File: src/rtl/mii_status_pkg.sv
// Shared types for the MII status generator.
package mii_status_pkg;
    typedef enum logic [1:0] {
        SQE_IDLE  = 2'd0,
        SQE_WAIT  = 2'd1,
        SQE_PULSE = 2'd2
    } sqe_state_t;
endpackage

File: src/rtl/mii_sym_detect.sv
// Detects 100 Mb/s receive activity from 10-bit symbols.
// Assumes one symbol per sym_valid strobe, already aligned.
// Activity sets on any two zeros at least two positions apart and
// clears on an all-ones symbol; every other symbol holds the state.
module mii_sym_detect #(
    parameter int SYM_W = 10
) (
    input  logic             clk,
    input  logic             rst_n,
    input  logic             sym_valid,
    input  logic [SYM_W-1:0] sym_data,
    output logic             act100
);
    localparam int PAIR_N = SYM_W - 2;

    logic [PAIR_N-1:0] far_zero;
    logic              qualify;
    logic              idle_sym;

    // For each low position, flag a zero paired with a zero two or more bits above.
    for (genvar i = 0; i < PAIR_N; i++) begin : g_pair
        assign far_zero[i] = ~sym_data[i] & (~sym_data[SYM_W-1:i+2] != '0);
    end

    // Summarise the symbol into set / clear terms.
    always_comb begin
        qualify  = |far_zero;
        idle_sym = &sym_data;
    end

    // Hold activity from a qualifying symbol until an idle symbol.
    always_ff @(posedge clk) begin
        if (!rst_n) begin
            act100 <= 1'b0;
        end else if (sym_valid) begin
            if (qualify)       act100 <= 1'b1;
            else if (idle_sym) act100 <= 1'b0;
        end
    end
endmodule

File: src/rtl/mii_sqe_timer.sv
// Generates the SQE test window after each transmission.
// Assumes 10 Mb/s half duplex is the only mode that wants it.
// A tx_en fall starts a delay of DELAY cycles and then a pulse of LEN
// cycles. Transmit restart, mode change or inhibit aborts the window.
module mii_sqe_timer
    import mii_status_pkg::*;
#(
    parameter int DELAY = 200,
    parameter int LEN   = 200
) (
    input  logic clk,
    input  logic rst_n,
    input  logic tx_en,
    input  logic enable,
    output logic sqe_on
);
    localparam int MAXC  = (DELAY > LEN) ? DELAY : LEN;
    localparam int CNT_W = $clog2(MAXC + 1);
    localparam logic [CNT_W-1:0] DLY_END = CNT_W'(DELAY - 1);
    localparam logic [CNT_W-1:0] LEN_END = CNT_W'(LEN - 1);

    sqe_state_t       state;
    logic [CNT_W-1:0] cnt;
    logic             tx_d;
    logic             tx_fall;

    // Remember transmit enable for edge detection.
    always_ff @(posedge clk) begin
        if (!rst_n) tx_d <= 1'b0;
        else        tx_d <= tx_en;
    end

    // Falling edge of transmit enable.
    always_comb tx_fall = tx_d & ~tx_en;

    // Sequence idle, delay and pulse phases with one shared counter.
    always_ff @(posedge clk) begin
        if (!rst_n) begin
            state <= SQE_IDLE;
            cnt   <= '0;
        end else if (!enable || tx_en) begin
            state <= SQE_IDLE;
            cnt   <= '0;
        end else begin
            unique case (state)
                SQE_IDLE: begin
                    if (tx_fall) begin
                        state <= SQE_WAIT;
                        cnt   <= '0;
                    end
                end
                SQE_WAIT: begin
                    if (cnt == DLY_END) begin
                        state <= SQE_PULSE;
                        cnt   <= '0;
                    end else begin
                        cnt <= cnt + 1'b1;
                    end
                end
                SQE_PULSE: begin
                    if (cnt == LEN_END) begin
                        state <= SQE_IDLE;
                        cnt   <= '0;
                    end else begin
                        cnt <= cnt + 1'b1;
                    end
                end
                default: begin
                    state <= SQE_IDLE;
                    cnt   <= '0;
                end
            endcase
        end
    end

    // Pulse output while in the pulse phase.
    always_comb sqe_on = (state == SQE_PULSE);
endmodule

File: src/rtl/mii_status_out.sv
// Forms registered COL and CRS from activity terms and mode bits.
// Assumes mode bits are quasi-static; outputs lag inputs by one cycle.
module mii_status_out (
    input  logic clk,
    input  logic rst_n,
    input  logic speed_100,
    input  logic rx10_act,
    input  logic act100,
    input  logic tx_en,
    input  logic sqe_on,
    input  logic full_duplex,
    input  logic repeater_mode,
    output logic col,
    output logic crs
);
    logic rx_act;
    logic col_nxt;
    logic crs_nxt;

    // Select the receive-activity source by speed and build next values.
    always_comb begin
        rx_act  = speed_100 ? act100 : rx10_act;
        col_nxt = ~full_duplex & ((tx_en & rx_act) | sqe_on);
        crs_nxt = rx_act | (tx_en & ~full_duplex & ~repeater_mode);
    end

    // Register the status outputs so they never glitch.
    always_ff @(posedge clk) begin
        if (!rst_n) begin
            col <= 1'b0;
            crs <= 1'b0;
        end else begin
            col <= col_nxt;
            crs <= crs_nxt;
        end
    end
endmodule

File: src/rtl/mii_status_gen.sv
// Top level of the MII collision and carrier-sense generator.
// Assumes all inputs are synchronous to clk; col and crs are to be
// treated as asynchronous by any MAC-side clock domain.
module mii_status_gen #(
    parameter int SYM_W     = 10,
    parameter int SQE_DELAY = 200,
    parameter int SQE_LEN   = 200
) (
    input  logic             clk,
    input  logic             rst_n,
    input  logic             tx_en,
    input  logic             rx10_act,
    input  logic             sym_valid,
    input  logic [SYM_W-1:0] sym_data,
    input  logic             speed_100,
    input  logic             full_duplex,
    input  logic             repeater_mode,
    input  logic             sqe_inhibit,
    output logic             col,
    output logic             crs
);
    logic act100;
    logic sqe_on;
    logic sqe_en;

    // SQE test only in 10 Mb/s half duplex and when not inhibited.
    always_comb sqe_en = ~speed_100 & ~full_duplex & ~sqe_inhibit;

    mii_sym_detect #(.SYM_W(SYM_W)) u_sym (
        .clk       (clk),
        .rst_n     (rst_n),
        .sym_valid (sym_valid),
        .sym_data  (sym_data),
        .act100    (act100)
    );

    mii_sqe_timer #(.DELAY(SQE_DELAY), .LEN(SQE_LEN)) u_sqe (
        .clk    (clk),
        .rst_n  (rst_n),
        .tx_en  (tx_en),
        .enable (sqe_en),
        .sqe_on (sqe_on)
    );

    mii_status_out u_out (
        .clk           (clk),
        .rst_n         (rst_n),
        .speed_100     (speed_100),
        .rx10_act      (rx10_act),
        .act100        (act100),
        .tx_en         (tx_en),
        .sqe_on        (sqe_on),
        .full_duplex   (full_duplex),
        .repeater_mode (repeater_mode),
        .col           (col),
        .crs           (crs)
    );
endmodule

File: config.mk
export PLATFORM = sky130hd
export DESIGN_NAME = mii_status_gen
export DESIGN_NICKNAME = d
export VERILOG_FILES = /design/src/rtl/mii_status_pkg.sv /design/src/rtl/mii_sym_detect.sv /design/src/rtl/mii_sqe_timer.sv /design/src/rtl/mii_status_out.sv /design/src/rtl/mii_status_gen.sv
export SDC_FILE = /design/constraint.sdc
export NUM_CORES = 1
export LEC_CHECK = 0
export ABC_AREA = 1
export BUFFER_PORTS_ARGS = -buffer_cell sky130_fd_sc_hd__buf_2
export CORE_MARGIN = 5
export CORE_UTILIZATION = 46
export CTS_BUF_LIST = sky130_fd_sc_hd__clkbuf_16
export DETAILED_ROUTE_END_ITERATION = 6
export GPL_TIMING_DRIVEN = 1
export PLACE_DENSITY = 0.71
export SLEW_MARGIN = 40
export SYNTH_ARGS = -nofsm -noshare
export SYNTH_HDL_FRONTEND = slang
export SYNTH_SLANG_ARGS = --single-unit
File: constraint.sdc
create_clock -name clk -period 1.1 [get_ports clk]
set_input_delay 0.22 -clock clk [delete_from_list [all_inputs] [get_ports clk]]
set_output_delay 0.22 -clock clk [all_outputs]
set_load 0.01 [all_outputs]
==> impl_metrics.env <==
export IMPL_outcome="finished with violations"
export IMPL_violations="negative setup slack"
export IMPL_peakVddDrop_mv=0.838
export IMPL_min_to="u_sqe.tx_d$_SDFF_PN0_"
export IMPL_rr_endpoint="u_sqe.cnt[1]$_SDFFE_PP0P_"
export IMPL_clk_latency_ns=0.24
export IMPL_first_pass_iters=2
export IMPL_min_path_type="input port to flop"
export IMPL_synth_area_um2=863
export IMPL_leakage_nw=0.639
export IMPL_antenna_found_initial=0
export IMPL_period_share=1.09
export IMPL_path_cells="ha_4 > nand2_4 > inv_4 > nand4_1 > nand2_1 > nand2_2 > nand2_4 > a21oi_1"
export IMPL_clock_sinks=14
export IMPL_io_pins=21
export IMPL_p_sw_mw=0.280
export IMPL_syn_num_nets=149
export IMPL_grt_start_max_net_pins=9
export IMPL_ys_seq_area_frac=0.325
export IMPL_cts_htree_levels=1
export IMPL_path_buf_inv=1
export IMPL_p_clk_frac=0.507
export IMPL_dieHeight_um=53.3
export IMPL_core_um2=1760
export IMPL_min_path_cells=3
export IMPL_finalInstanceArea_um2=1340
export IMPL_vias=917
export IMPL_crit_path_frequent_cell="nand2_4"
export IMPL_pwr_share_comb=0.107
export IMPL_layout_cells_non_filler=193
export IMPL_finalMaxSlewViolations=0
export IMPL_ys_ff_latch=14
export IMPL_p_seq_frac=0.386
export IMPL_avgSynthCellArea_um2=6.91
export IMPL_crit_fanout=5
export IMPL_utilization=0.760
export IMPL_timing_final_crit_period_ns=1.20
export IMPL_path_clk_slew_ns=0.05
export IMPL_min_from="rst_n"
export IMPL_antennaDiodeCount=0
export IMPL_dp_hpwl_um=1500
export IMPL_power_density_nw_per_um2=1010
export IMPL_dp_cells=183
export IMPL_ant_nets=0
export IMPL_ys_types=24
export IMPL_dpl_instance_area_um2=1130
export IMPL_place_congestion=0.758
export IMPL_fill_cells=145
export IMPL_swShare=0.208
export IMPL_synth_top_area_frac=0.325
export IMPL_area_delta_synth_final_pct=55.2
export IMPL_grt_total_usage=0.160
export IMPL_skew_ns=0.00238
export IMPL_rrSetupSlack_ns=-0.1
export IMPL_internal_power_mw=1.07
export IMPL_nets=193
export IMPL_grt_first_pass_wirelength_um=3250
export IMPL_worst_pin_slew_ns=0.206
export IMPL_via_per_inst=4.75
export IMPL_ctsHoldBuffers=0
export IMPL_drc=0
export IMPL_postSynth_asyncResetShare=0
export IMPL_dieArea_um2=2840
export IMPL_finalSetupViolations=9
export IMPL_hold_viol=0
export IMPL_drt_wirelength_per_cell_um=10.0
export IMPL_layout_drive_gt1_share=0.470
export IMPL_port_buffers=20
export IMPL_maxCapViolations=0
export IMPL_synth_ff_type="dfxtp_1"
export IMPL_gr_total_overflow=0
export IMPL_slowest_stage="dfxtp_2"
export IMPL_synth_enable_flop_cells=0
export IMPL_wl_um=1940
export IMPL_drt_iter0_markers=6
export IMPL_relSlewSlack=0.862
export IMPL_clockBufferDepth=2
export IMPL_clock_fmax_mhz=835
export IMPL_clock_root_buffer="clkbuf_16"
export IMPL_cp_required_ns=1.23
export IMPL_postSynthCellCount=125
export IMPL_rsz0062_at_grt="yes"
export IMPL_arrival_ns=1.33
export IMPL_r2r_start="u_sqe.cnt[0]$_SDFFE_PP0P_"
export IMPL_critPathKind="flop to flop"
export IMPL_yosys_warnings=0
export IMPL_ff2ff_path_depth=8
export IMPL_numCtsBuffers=3
export IMPL_synth_area_leaders="dfxtp_1 (32%), nand2_1 (11%), inv_1 (9.1%), ha_1 (7.2%), nand3_1 (5.8%)"
export IMPL_yosys_area_top_type="dfxtp_1"
export IMPL_die_w_um=53.3
export IMPL_grt_pass1_vias=884
export IMPL_end_kind="flop"
export IMPL_path_delay_family="simple AND/OR/NAND/NOR gates"
export IMPL_setup_worst_path_start_class="flop"
export IMPL_num_rows=15
export IMPL_cts_tree="yes"
export IMPL_cpPeakStageDelay_ns=0.34
export IMPL_setup_slack_ns=-0.0982
export IMPL_start_util=0.489
-- area by class of cell --
type                            count  area [µm²]  share of cell area
Multi-Input combinational cell     86         597               0.445
Inverter                           24        92.6              0.0691
Timing Repair Buffer               40         254               0.190
Clock buffer                        3        75.1              0.0560
Clock inverter                      1        3.75             0.00280
Tap cell                           25        31.3              0.0233
Sequential cell                    14         287               0.214
-- placed cells by master, fill, tap and decap left out, types with 2 or more instances in the layout --
| cell | n |
|---|---|
| nand2_1 | 22 |
| buf_2 | 20 |
| buf_4 | 19 |
| inv_1 | 18 |
| nand3_1 | 9 |
| dfxtp_1 | 9 |
| a21oi_1 | 8 |
| nor2_1 | 8 |
| nand2_2 | 6 |
| inv_2 | 5 |
| dfxtp_2 | 5 |
| nor3_1 | 4 |
| clkbuf_16 | 3 |
| nand2_4 | 2 |
| nand4_1 | 2 |
| nor3_2 | 2 |
| nand3_4 | 2 |
| xor2_1 | 2 |
| nor2_2 | 2 |
| ha_4 | 2 |
| ha_2 | 2 |
-- logic make-up (layout without fill, tap and decap cells) --
logic type,count (synthesis),after routing,share of synthesized area
DFF,14,14,0.325
AOI/OAI and AO/OA,14,14,0.0884
xor gates and xnor gates,2,2,0.0203
buffers and inverters,25,68,0.117
adders and majority gates,5,5,0.0725
muxes,1,1,0.0116
and+or+nand+nor,64,64,0.365
-- metal layers --
layer / routed length, µm / global-route usage / share of wire
met1: 750 / 0.141 / 0.39
met2: 1070 / 0.320 / 0.55
met3: 74 / 0.0338 / 0.038
met4: 47 / 0.0894 / 0.024
met5: 0 / 0 / 0
-- power groups by stage --
stage	Clock, mW	Combinational (mW)	Sequential (mW)
2_1_floorplan	0	0.0614	0.532
3_3_place_gp	0	0.130	0.530
3_5_place_dp	0	0.134	0.530
4_1_cts	0.700	0.143	0.520
5_1_grt	0.723	0.162	0.521
6_report	0.684	0.144	0.520
-- cells in the mapped netlist (2+ instances only) --
cell type  instances
a21oi_1            9
nor2_1            10
nand2_2            5
xor2_1             2
nand2_1           26
nand3_1           10
dfxtp_1           14
inv_2              3
inv_1             21
nor3_2             3
ha_1               5
nand4_1            2
nor3_1             4
-- tightest hold or removal path: cells and delay by family --
| family | cells | cell delay, ns |
|---|---|---|
| buffers and inverters | 2 | 0.14 |
| and+or+nand+nor | 1 | 0.05 |
-- per-stage QoR --
step / hold slack, ns / power, mW / setup slack (ns) / setup TNS [ns]
final: 0.203 / 1.35 / -0.0982 / -0.787
after global routing: 0.240 / 1.41 / -0.190 / -1.54
after CTS: 0.203 / 1.36 / -0.0925 / -0.757
after detailed placement: 0.446 / 0.664 / -0.182 / -1.29
after global placement: 0.440 / 0.660 / -0.177 / -0.988
after floorplan: 0.299 / 0.593 / -0.0725 / -0.301
-- sequential cells by signal (all words and copies together) (netlist names) --
register / cells
u_out.crs: 1
u_sqe.state: 2
u_sqe.tx_d: 1
u_out.col: 1
u_sqe.cnt: 8
u_sym.act100: 1
-- worst max-delay path by stage --
stage | start | to | depth (start not counted)
floorplan | u_sqe.state[1]$_SDFFE_PP0P_ | u_sqe.cnt[6]$_SDFFE_PP0P_ | 8
global placement | u_sqe.state[0]$_SDFFE_PP0P_ | u_sqe.cnt[3]$_SDFFE_PP0P_ | 7
detailed placement | u_sqe.state[1]$_SDFFE_PP0P_ | u_sqe.cnt[3]$_SDFFE_PP0P_ | 7
CTS | u_sqe.cnt[0]$_SDFFE_PP0P_ | u_sqe.cnt[0]$_SDFFE_PP0P_ | 8
global route | u_sqe.cnt[0]$_SDFFE_PP0P_ | u_sqe.cnt[3]$_SDFFE_PP0P_ | 8
finish | u_sqe.cnt[0]$_SDFFE_PP0P_ | u_sqe.cnt[1]$_SDFFE_PP0P_ | 8
-- what timing repair did --
| action | in CTS | in global routing |
|---|---|---|
| gates resized for setup | 16 | 6 |
| pin swaps | 11 | 3 |
| cloned | 0 | 0 |
| setup buffers | 3 | 3 |
| setup endpoints to repair | 10 | 10 |
Note: power is estimated with default switching activity, not from simulation.
